$ cat src/rtl/vend_pkg.sv
package vend_pkg;
    localparam int CREDIT_W = 2;

    typedef enum logic [CREDIT_W-1:0] {
        ST_0C  = 2'b00,
        ST_5C  = 2'b01,
        ST_10C = 2'b10,
        ST_15C = 2'b11
    } credit_e;
endpackage

$ cat src/rtl/vend_next.sv
module vend_next
    import vend_pkg::*;
#(
    parameter bit EQN_FORM = 1'b1
) (
    input  credit_e cur_i,
    input  logic    nickel_i,
    input  logic    dime_i,
    output credit_e nxt_o
);
    // A clash of both pulses is reduced to "no coin" before either form sees it.
    logic n_q;
    logic d_q;
    assign n_q = nickel_i & ~dime_i;
    assign d_q = dime_i & ~nickel_i;

    generate
        if (EQN_FORM) begin : g_eqn
            logic q1;
            logic q0;
            logic d1;
            logic d0;
            assign q1 = cur_i[1];
            assign q0 = cur_i[0];
            assign d1 = q1 | d_q | (q0 & n_q);
            assign d0 = (n_q & ~q0) | (q0 & ~n_q) | (q1 & n_q) | (q1 & d_q);
            assign nxt_o = credit_e'({d1, d0});
        end else begin : g_case
            always_comb begin
                nxt_o = cur_i;
                unique case (cur_i)
                    ST_0C:  if (n_q) nxt_o = ST_5C;  else if (d_q) nxt_o = ST_10C;
                    ST_5C:  if (n_q) nxt_o = ST_10C; else if (d_q) nxt_o = ST_15C;
                    ST_10C: if (n_q | d_q) nxt_o = ST_15C;
                    ST_15C: nxt_o = ST_15C;
                    default: nxt_o = ST_0C;
                endcase
            end
        end
    endgenerate
endmodule

$ cat src/rtl/vend_release.sv
module vend_release
    import vend_pkg::*;
(
    input  credit_e st_i,
    output logic    release_o
);
    always_comb begin
        release_o = 1'b0;
        unique case (st_i)
            ST_0C, ST_5C, ST_10C: release_o = 1'b0;
            ST_15C:               release_o = 1'b1;
            default:              release_o = 1'b0;
        endcase
    end
endmodule

$ cat src/rtl/vend_ctrl.sv
module vend_ctrl
    import vend_pkg::*;
#(
    parameter bit EQN_FORM = 1'b1
) (
    input  logic clk,
    input  logic rst,
    input  logic coin_nickel,
    input  logic coin_dime,
    output logic release_o
);
    credit_e state_q;
    credit_e state_d;

    vend_next #(.EQN_FORM(EQN_FORM)) u_next (
        .cur_i    (state_q),
        .nickel_i (coin_nickel),
        .dime_i   (coin_dime),
        .nxt_o    (state_d)
    );

    vend_release u_rel (
        .st_i      (state_q),
        .release_o (release_o)
    );

    always_ff @(posedge clk) begin
        if (rst) state_q <= ST_0C;
        else     state_q <= state_d;
    end

    // ---------------- assertions ----------------
    logic rst_seen_q;
    always_ff @(posedge clk) rst_seen_q <= rst;

    // the edge after a sampled reset shows zero credit and a closed release.
    always_ff @(posedge clk) begin
        if (rst_seen_q) begin
            p_reset_clear_r1: assert (state_q == ST_0C && !release_o);
        end
    end

    p_idle_hold_r2: assert property (@(posedge clk) disable iff (rst)
        (!coin_nickel && !coin_dime) |=> $stable(state_q));

    p_nickel_step_r3: assert property (@(posedge clk) disable iff (rst)
        (coin_nickel && !coin_dime && state_q != ST_15C)
        |=> (state_q == credit_e'($past(state_q) + 2'd1)));

    p_dime_step_r4: assert property (@(posedge clk) disable iff (rst)
        (coin_dime && !coin_nickel)
        |=> (state_q == (($past(state_q) == ST_0C) ? ST_10C : ST_15C)));

    p_release_after_coin_r5: assert property (@(posedge clk) disable iff (rst)
        $rose(release_o) |-> $past(coin_nickel || coin_dime));

    p_paid_sticky_r6: assert property (@(posedge clk) disable iff (rst)
        (state_q == ST_15C) |=> (state_q == ST_15C && release_o));

    p_clash_hold_r7: assert property (@(posedge clk) disable iff (rst)
        (coin_nickel && coin_dime) |=> $stable(state_q));
endmodule

$ cat config.mk
export PLATFORM = sky130hd
export DESIGN_NAME = vend_ctrl
export DESIGN_NICKNAME = d
export VERILOG_FILES = /design/src/rtl/vend_pkg.sv /design/src/rtl/vend_next.sv /design/src/rtl/vend_release.sv /design/src/rtl/vend_ctrl.sv
export SDC_FILE = /design/constraint.sdc
export NUM_CORES = 1
export LEC_CHECK = 0
export ABC_AREA = 1
export CAP_MARGIN = 15
export CORE_AREA = 2 2 39 41
export CTS_CLUSTER_DIAMETER = 60
export DETAILED_ROUTE_END_ITERATION = 12
export DIE_AREA = 0 0 41 43
export SLEW_MARGIN = 10
export SYNTH_ARGS = -nofsm -noshare
export SYNTH_HDL_FRONTEND = slang
export SYNTH_SLANG_ARGS = --single-unit
$ cat constraint.sdc
create_clock -name clk -period 1.8 [get_ports clk]
set_clock_uncertainty 0.05 [all_clocks]
set_input_delay 0.54 -clock clk [delete_from_list [all_inputs] [get_ports clk]]
set_output_delay 0.54 -clock clk [all_outputs]
set_load 0.1 [all_outputs]
Word level (Yosys, flattened, before mapping)
Index checks and enable logic that the tools add are counted.

operators by class
  eq/ne operators = 3
  multiplexer cells = 1
  reductions and logical operators = 2
  bitwise gates (word level) = 16

operator list
  cell                                                  number
  bitwise AND 1 bit                                     7
  OR 1 bit                                              5
  equality test 2 bit (second input constant)           2
  inverter 1 bit                                        4
  OR reduction 3 bit                                    1
  equality test 2 x 1 -> 1 bit (second input constant)  1
  zero test 2 bit                                       1
  one-hot mux 1 bit (2 select lines)                    1

word-level totals
  output and inout bits = 1
  bits in registers = 2
  input port bits = 4

Longest topological paths before layout
Gate-level depths: netlist of run 1.

  word-level depth = 7
  depth in mapped cells = 7
  gate-level depth less buffers = 7

Cells and area by module
Synthesis of run 1 repeated with hierarchy kept, for this count alone.

second synthesis, totals
  cells, all modules = 20
  area total of the unflattened synthesis = 128.9 um2

modules (own cells, without submodules)
  module        cells an instance  instances  area an instance (um2)
  vend_next     12                 1          66.3
  vend_ctrl     6                  1          55.1
  vend_release  2                  1          7.5

Worst setup path after synthesis of run 1
Ideal clock, no wire load.

  path type = register to output
  start = register state_q[1]
  end = output port release_o
  data required time = 1.210 ns
  arrival time = 0.980 ns
  stages on the path, launching flop included = 3
  buffers on the path = 0
  path slack = 0.230 ns
  cell sequence = dfxtp_1 > nand2_1 > inv_1

between the ends
  longest elaborated chain between the ends = 3

RTL lines
  what                                                  RTL line           RTL
  start: declaration                                    vend_ctrl.sv:12    credit_e state_q;
  start signal: assignment                              vend_ctrl.sv:29    else state_q <= state_d;
  equality test 2 x 1 -> 1 bit (tied with other cells)  vend_release.sv:9  unique case (st_i)
  OR reduction 3 bit                                    vend_release.sv:9
  one-hot mux 1 bit (2 select lines) (*)                vend_release.sv:9
  end: declaration                                      vend_ctrl.sv:10    output logic release_o

Every way passes the cells marked *; elsewhere a longest branch is shown, timed or not.

Worst setup path in the final report of run 1
  start = input port coin_nickel
  end = register state_q[0]

between the ends
  longest elaborated chain between the ends = 6

RTL lines
  what                    RTL line         RTL
  start: declaration      vend_ctrl.sv:8   input logic coin_nickel,
  bitwise AND 1 bit       vend_next.sv:14  assign n_q = nickel_i & ~dime_i;
  inverter 1 bit          vend_next.sv:26  assign d0 = (n_q & ~q0) | (q0 & ~n_q) | (q1 & n_q) | (q1 & d_q);
  bitwise AND 1 bit       vend_next.sv:26
  OR 1 bit (2 in series)  vend_next.sv:26
  OR 1 bit (*)            vend_next.sv:26

Marked as above.
A chain may end at the register's enable or synchronous reset.

==> results.md, run 1 <==
* Post-synth EDFFs at 0
* Final hold viol count at 0
* Vias after detailed routing at 124
* First-pass GRT wire length at 269 µm
* Top-count cell post-synth: inv_1
* Die span in x at 41 µm
* CTS tree: done
* Ys Warns at 0
* Seq/Total Area, Yosys at 0.352
* Avg Cell Area, Syn at 6.33 µm²
* Max IR drop VDD at 0.000175 V
* Core area at 1380 µm²
* Top-area cell type share of the netlist area at 0.352
* Netlist cell types at 7
* Initial Utilization at 0.0823
* DR iter-0 viols at 1
* Largest regs: state_q x2
* Clock Pin Slew Worst Setup and Hold Paths at 0.03 ns
* Syn_nets at 23
* Gr usage total at 0.0341
* Initial DRT Pass Iterations at 2
* Share of cells above drive strength 1 at 0.192
* Total power at 0.000190 W
* Clock power frac at 0.536
* Post-CTS Repair Setup Buffers at 0
* HPWL Detailed at 177 µm
* Slew at the pin closest to its max-slew limit at 0.113 ns
* Largest Register: state_q
* Pin count of the biggest net entering global routing at 5
* Mapped cell area at 114 µm²
* Max incr delay on CP at 0.48 ns
* CP Capture Type: register
* Cell Int Power at 0.000141 W
* Ys flop type: dfxtp_1
* Slowest cell on the critical path: clkdlybuf4s50_1
* Final ANT Viol Nets at 0
* Unrepaired setup endpoints after global routing: no
* I/O Buffers at 4
* Hold_buf cts at 0
* Worst min path class: register to register
* Headroom to the max-slew limit at 0.925
* Top cell by count, worst path: inv_1
* # setup viols final at 0
* WHS at 0.483 ns
* Num ports at 5
* Seq pwr share at 0.276
* Largest register FFs at 2
* Fmax at 644 MHz
* Crit start category: input pin
* CP cell instances: clkdlybuf4s50_1 > inv_1 > nor2_1 > ha_1 > inv_1 > nand3_1 > nand2_1 > inv_1
* Sw power at 0.0000494 W
* Power density cells at 888 nW/µm²
* Combinational share of power at 0.188
* Run status: complete, no violations
* CP max FO at 3
* Switching part of the total power at 0.260
* Final Max Tran Viols at 0
* Fin crit period at 1.55 ns
* CP required at 1.87 ns
* Clock Tree Root: clkbuf_4
* Antenna cells at 0
* Fin nets at 33
* Post-synthesis cell count at 18
* Clk sinks at 2
* CTS Buf Count at 3
* Setup CP Type: input pin to register
* Quantity of gates resized following cts at 0
* Max-capacitance violation count at 0
* Async set-reset flop share out of synthesis at 0
* Vias/cell at 2.95
* Lkg Pwr at 0.117 nW
* DIE AREA at 1760 µm²
* Die Span Y at 43 µm
* Setup TNS Final at 0 ns
* Commonest cells post-synth: inv_1 (6), nand2_1 (3), nand3_1 (3)
* Grt ovf at 0
* Area leader, netlist: dfxtp_1
* Crit path DAT at 1.63 ns
* Final period utilization at 0.862
* GPL Wtd Cong at 0.554
* Routed WL per cell at 5.81 µm
* Area Overhead vs Synth at 87.9%
* Vias in the first global route at 73
* H-tree levels at 1
* Dominant cells by area after synthesis: dfxtp_1 (35%), inv_1 (20%), nand3_1 (13%)
* Initial antenna violation count at 0
* Worst-Skew Late Latency at 0.23 ns
* Total routed wirelength at 244 µm
* Seq cells post-synth at 2
* Post-route DRC at 0
* Row count at 14
* CTS max path bufs at 2
[layout by cell type, fill, tap and decap left out, drive strengths merged]
master and count:
clkdlybuf4s50 3, clkbuf 3, nor2 2, ha 1, nand2 3, dfxtp 2
nand3 3, buf 2, inv 6, a21oi 1
[critical path, delay by kind of cell]
| kind | cells | cell delay (ns) |
|---|---|---|
| buf+inv | 4 | 0.63 |
| simple gates | 3 | 0.22 |
| fa+ha+maj | 1 | 0.23 |
[per-layer routing]
metal,global-route usage,wire [µm],up-vias
met4,0.0600,8,0
met2,0.0156,78,7
met3,0.0628,38,2
met1,0.0256,118,46
li1,-,-,69
met5,0,0,-
[logic make-up after synthesis]
logic type	count (synthesis)	share of synthesized area
AND/OR/NAND/NOR	8	0.297
buffers and inverters	6	0.198
flip-flops	2	0.352
AO/OA/AOI/OAI	1	0.0439
adder cells (fa/ha/maj)	1	0.110
[through the flow]
stage	cell area [µm²]	setup WS, ns	util	std cells
final	214	0.248	0.155	42
after detailed placement	191	0.0104	0.138	39
after floorplan	114	0.230	-	18
after global placement	191	0.0190	0.138	39
after CTS	214	0.245	0.155	42
after global routing	214	0.195	0.155	42
[path summary, 6_finish.rpt]
kind | start | to | slack (ns) | cells after the start
setup / recovery | coin_nickel | state_q[0] | 0.25 | 8
hold / removal | state_q[1] | state_q[1] | 0.48 | 2
setup reg to reg | state_q[0] | state_q[0] | 0.85 | 5
hold reg to reg | state_q[1] | state_q[1] | 0.48 | 2
[power groups by stage]
stage                     clock network, W   logic, W  registers, W
after floorplan                          0  0.0000201     0.0000524
after global placement                   0  0.0000355     0.0000530
after detailed placement                 0  0.0000360     0.0000531
after CTS                         0.000107  0.0000362     0.0000525
after global routing              0.000114  0.0000389     0.0000528
final                             0.000102  0.0000357     0.0000525
[layout make-up]
cell class | count | area [µm²]
Tap cell | 16 | 20.0
Fill cell | 159 | 1170
Timing Repair Buffer | 5 | 57.6
Inverter | 6 | 22.5
Sequential cell | 2 | 40.0
Multi-Input combinational cell | 10 | 51.3
Clock buffer | 3 | 22.5
No activity file was read; power rests on OpenSTA's default activity.
==> run 2: changes to the inputs <==
Settings changed: SYNTH_HIERARCHICAL set to 1.
==> run 2 against run 1 <==
Net effect: count of clock-buffer cells in the layout is the same; synthesized cell count is 11% higher; power up 0.55%; combinational power increased by 7.8%; non-clock buffer count unchanged; sequential share of layout area unchanged; utilization did not move; final area did not move; sequential power barely moved; first-iteration DRC count grew to 3.0 times the previous value; via count increased by 5.6%; maximum frequency up 0.46%.
==> results.md, run 2 <==
* CTS max path bufs at 2
* Num ports at 5
* HPWL Detailed at 191 µm
* Vias in the first global route at 136
* Post-synthesis cell count at 20
* Final ANT Viol Nets at 0
* Setup CP Type: input pin to register
* Area Overhead vs Synth at 66.0%
* Seq pwr share at 0.276
* Final instance area at 214 µm²
* Hold Crit Start: state_q[1]
* Seq cells post-synth at 2
* Reg2Reg Launch Point: state_q[0]
* Avg Cell Area, Syn at 6.44 µm²
* Final Max Tran Viols at 0
* Run status: complete, no violations
* Hold_buf cts at 0
* Largest Register: state_q
* Ys Warns at 6
* GPL Wtd Cong at 0.599
* DR iter-0 viols at 3
* Total routed wirelength at 271 µm
* CTS tree: done
* Commonest cells post-synth: inv_1 (6), nor2_1 (4), nand3_1 (3)
* Vias after detailed routing at 131
* Fin crit period at 1.54 ns
* Largest register FFs at 2
* CP required at 1.87 ns
* H-tree levels at 1
* Seq/Total Area, Yosys at 0.311
* RR Endpoint: state_q[0]
* Row count at 14
* Slew at the pin closest to its max-slew limit at 0.128 ns
* Clock Tree Root: clkbuf_4
* Top-area cell type share of the netlist area at 0.311
* Share of cells above drive strength 1 at 0.192
* Vias/cell at 3.12
* Core area at 1380 µm²
* Top-count cell post-synth: inv_1
* Unrepaired setup endpoints after global routing: no
* Placed Area at 191 µm²
* Syn_nets at 25
* Commonest non-fill, non-tap cell in the layout: inv_1
* Final Non-Filler Cells at 42
* WHS Path Cells at 4
* Grt ovf at 0
* Netlist cell types at 8
* Final core occ at 0.155
* Post-CTS Repair Setup Buffers at 0
* Async set-reset flop share out of synthesis at 0
* Leading cell types in the layout, fill and taps excluded: inv_1 (6), nor2_1 (4), clkbuf_4 (3), clkdlybuf4s50_1 (3), nand3_1 (3)
* Die Span Y at 43 µm
* CTS Buf Count at 3
* Routed WL per cell at 6.45 µm
* Final hold viol count at 0
* Lkg Pwr at 0.113 nW
* DIE AREA at 1760 µm²
* Largest regs: state_q x2
* Switching part of the total power at 0.261
* Total power at 0.000191 W
* Flop-to-flop setup slack at 0.85 ns
* # setup viols final at 0
* Initial DRT Pass Iterations at 2
* Headroom to the max-slew limit at 0.914
* Sw power at 0.0000498 W
* Post-synth EDFFs at 0
* Mapped cell area at 129 µm²
* First-pass GRT wire length at 489 µm
* Worst-Skew Late Latency at 0.22 ns
* CP Capture Type: register
* R2R depth at 5
* Initial Utilization at 0.0931
* Initial antenna violation count at 0
* Crit path DAT at 1.61 ns
* Crit start category: input pin
* Dominant cells by area after synthesis: dfxtp_1 (31%), inv_1 (17%), nand3_1 (12%)
* Clock Pin Slew Worst Setup and Hold Paths at 0.03 ns
* Area leader, netlist: dfxtp_1
* Gr usage total at 0.0481
* Quantity of gates resized following cts at 0
* Fmax at 647 MHz
* Pin count of the biggest net entering global routing at 5
* Die span in x at 41 µm
* CP max FO at 2
* Final period utilization at 0.858
* Setup TNS Final at 0 ns
* Power density cells at 893 nW/µm²
* WHS Endpoint: state_q[0]
* Max-capacitance violation count at 0
* Antenna cells at 0
* Cell Int Power at 0.000141 W
* Combinational share of power at 0.202
* Ys flop type: dfxtp_1
* I/O Buffers at 4
* Worst min path class: register to register
* Post-route DRC at 0
* Clock power frac at 0.523
* Clk sinks at 2
* Max IR drop VDD at 0.000246 V
* Fin nets at 33
* # placed instances at 39
run 2: power groups by stage:
stage	registers [W]	clock network, W	logic (W)
6_report	0.0000526	0.0000999	0.0000385
5_1_grt	0.0000534	0.000114	0.0000432
2_1_floorplan	0.0000524	0	0.0000308
4_1_cts	0.0000526	0.000105	0.0000389
3_5_place_dp	0.0000532	0	0.0000380
3_3_place_gp	0.0000531	0	0.0000377
run 2: cell families (layout without fill, tap and decap cells):
family / count (synthesis) / in the layout / share of synthesized area
simple gates: 8 / 8 / 0.262
buf+inv: 8 / 14 / 0.291
flops: 2 / 2 / 0.311
fa+ha+maj: 1 / 1 / 0.0971
compound gates: 1 / 1 / 0.0388
run 2: worst max path at each step:
| stage | start | end | slack, ns |
|---|---|---|---|
| after CTS | coin_nickel | state_q[0] | 0.25 |
| after global routing | coin_nickel | state_q[0] | 0.15 |
| final | coin_nickel | state_q[0] | 0.26 |
| after floorplan | state_q[1] | release_o | 0.23 |
| after detailed placement | coin_nickel | state_q[0] | 0.04 |
| after global placement | coin_nickel | state_q[0] | 0.03 |
run 2: worst max-delay path, stage by stage:
cell	delay, ns
clkdlybuf4s50_1	0.48
inv_1	0.05
nor2_1	0.10
ha_1	0.23
inv_1	0.05
nand3_1	0.07
inv_1	0.06
nor2_1	0.03
run 2: layer usage:
metal  track usage  wire, µm  vias up
li1              -         -       70
met1        0.0511       139       55
met4        0.0600         0        0
met5             0         0        -
met3        0.0471        29        0
met2        0.0438       102        6
run 2: layout make-up:
class	count	area (µm²)
clock buffers	3	22.5
fillers	162	1170
inverters	6	22.5
multi-input cells	10	51.3
flip-flops and latches	2	40.0
well taps	16	20.0
repair buffers	5	57.6
run 2: metrics by stage:
stage	hold WS, ns	setup WS, ns
floorplan	0.561	0.230
global placement	0.549	0.0284
detailed placement	0.552	0.0357
CTS	0.578	0.248
global route	0.620	0.155
finish	0.564	0.255
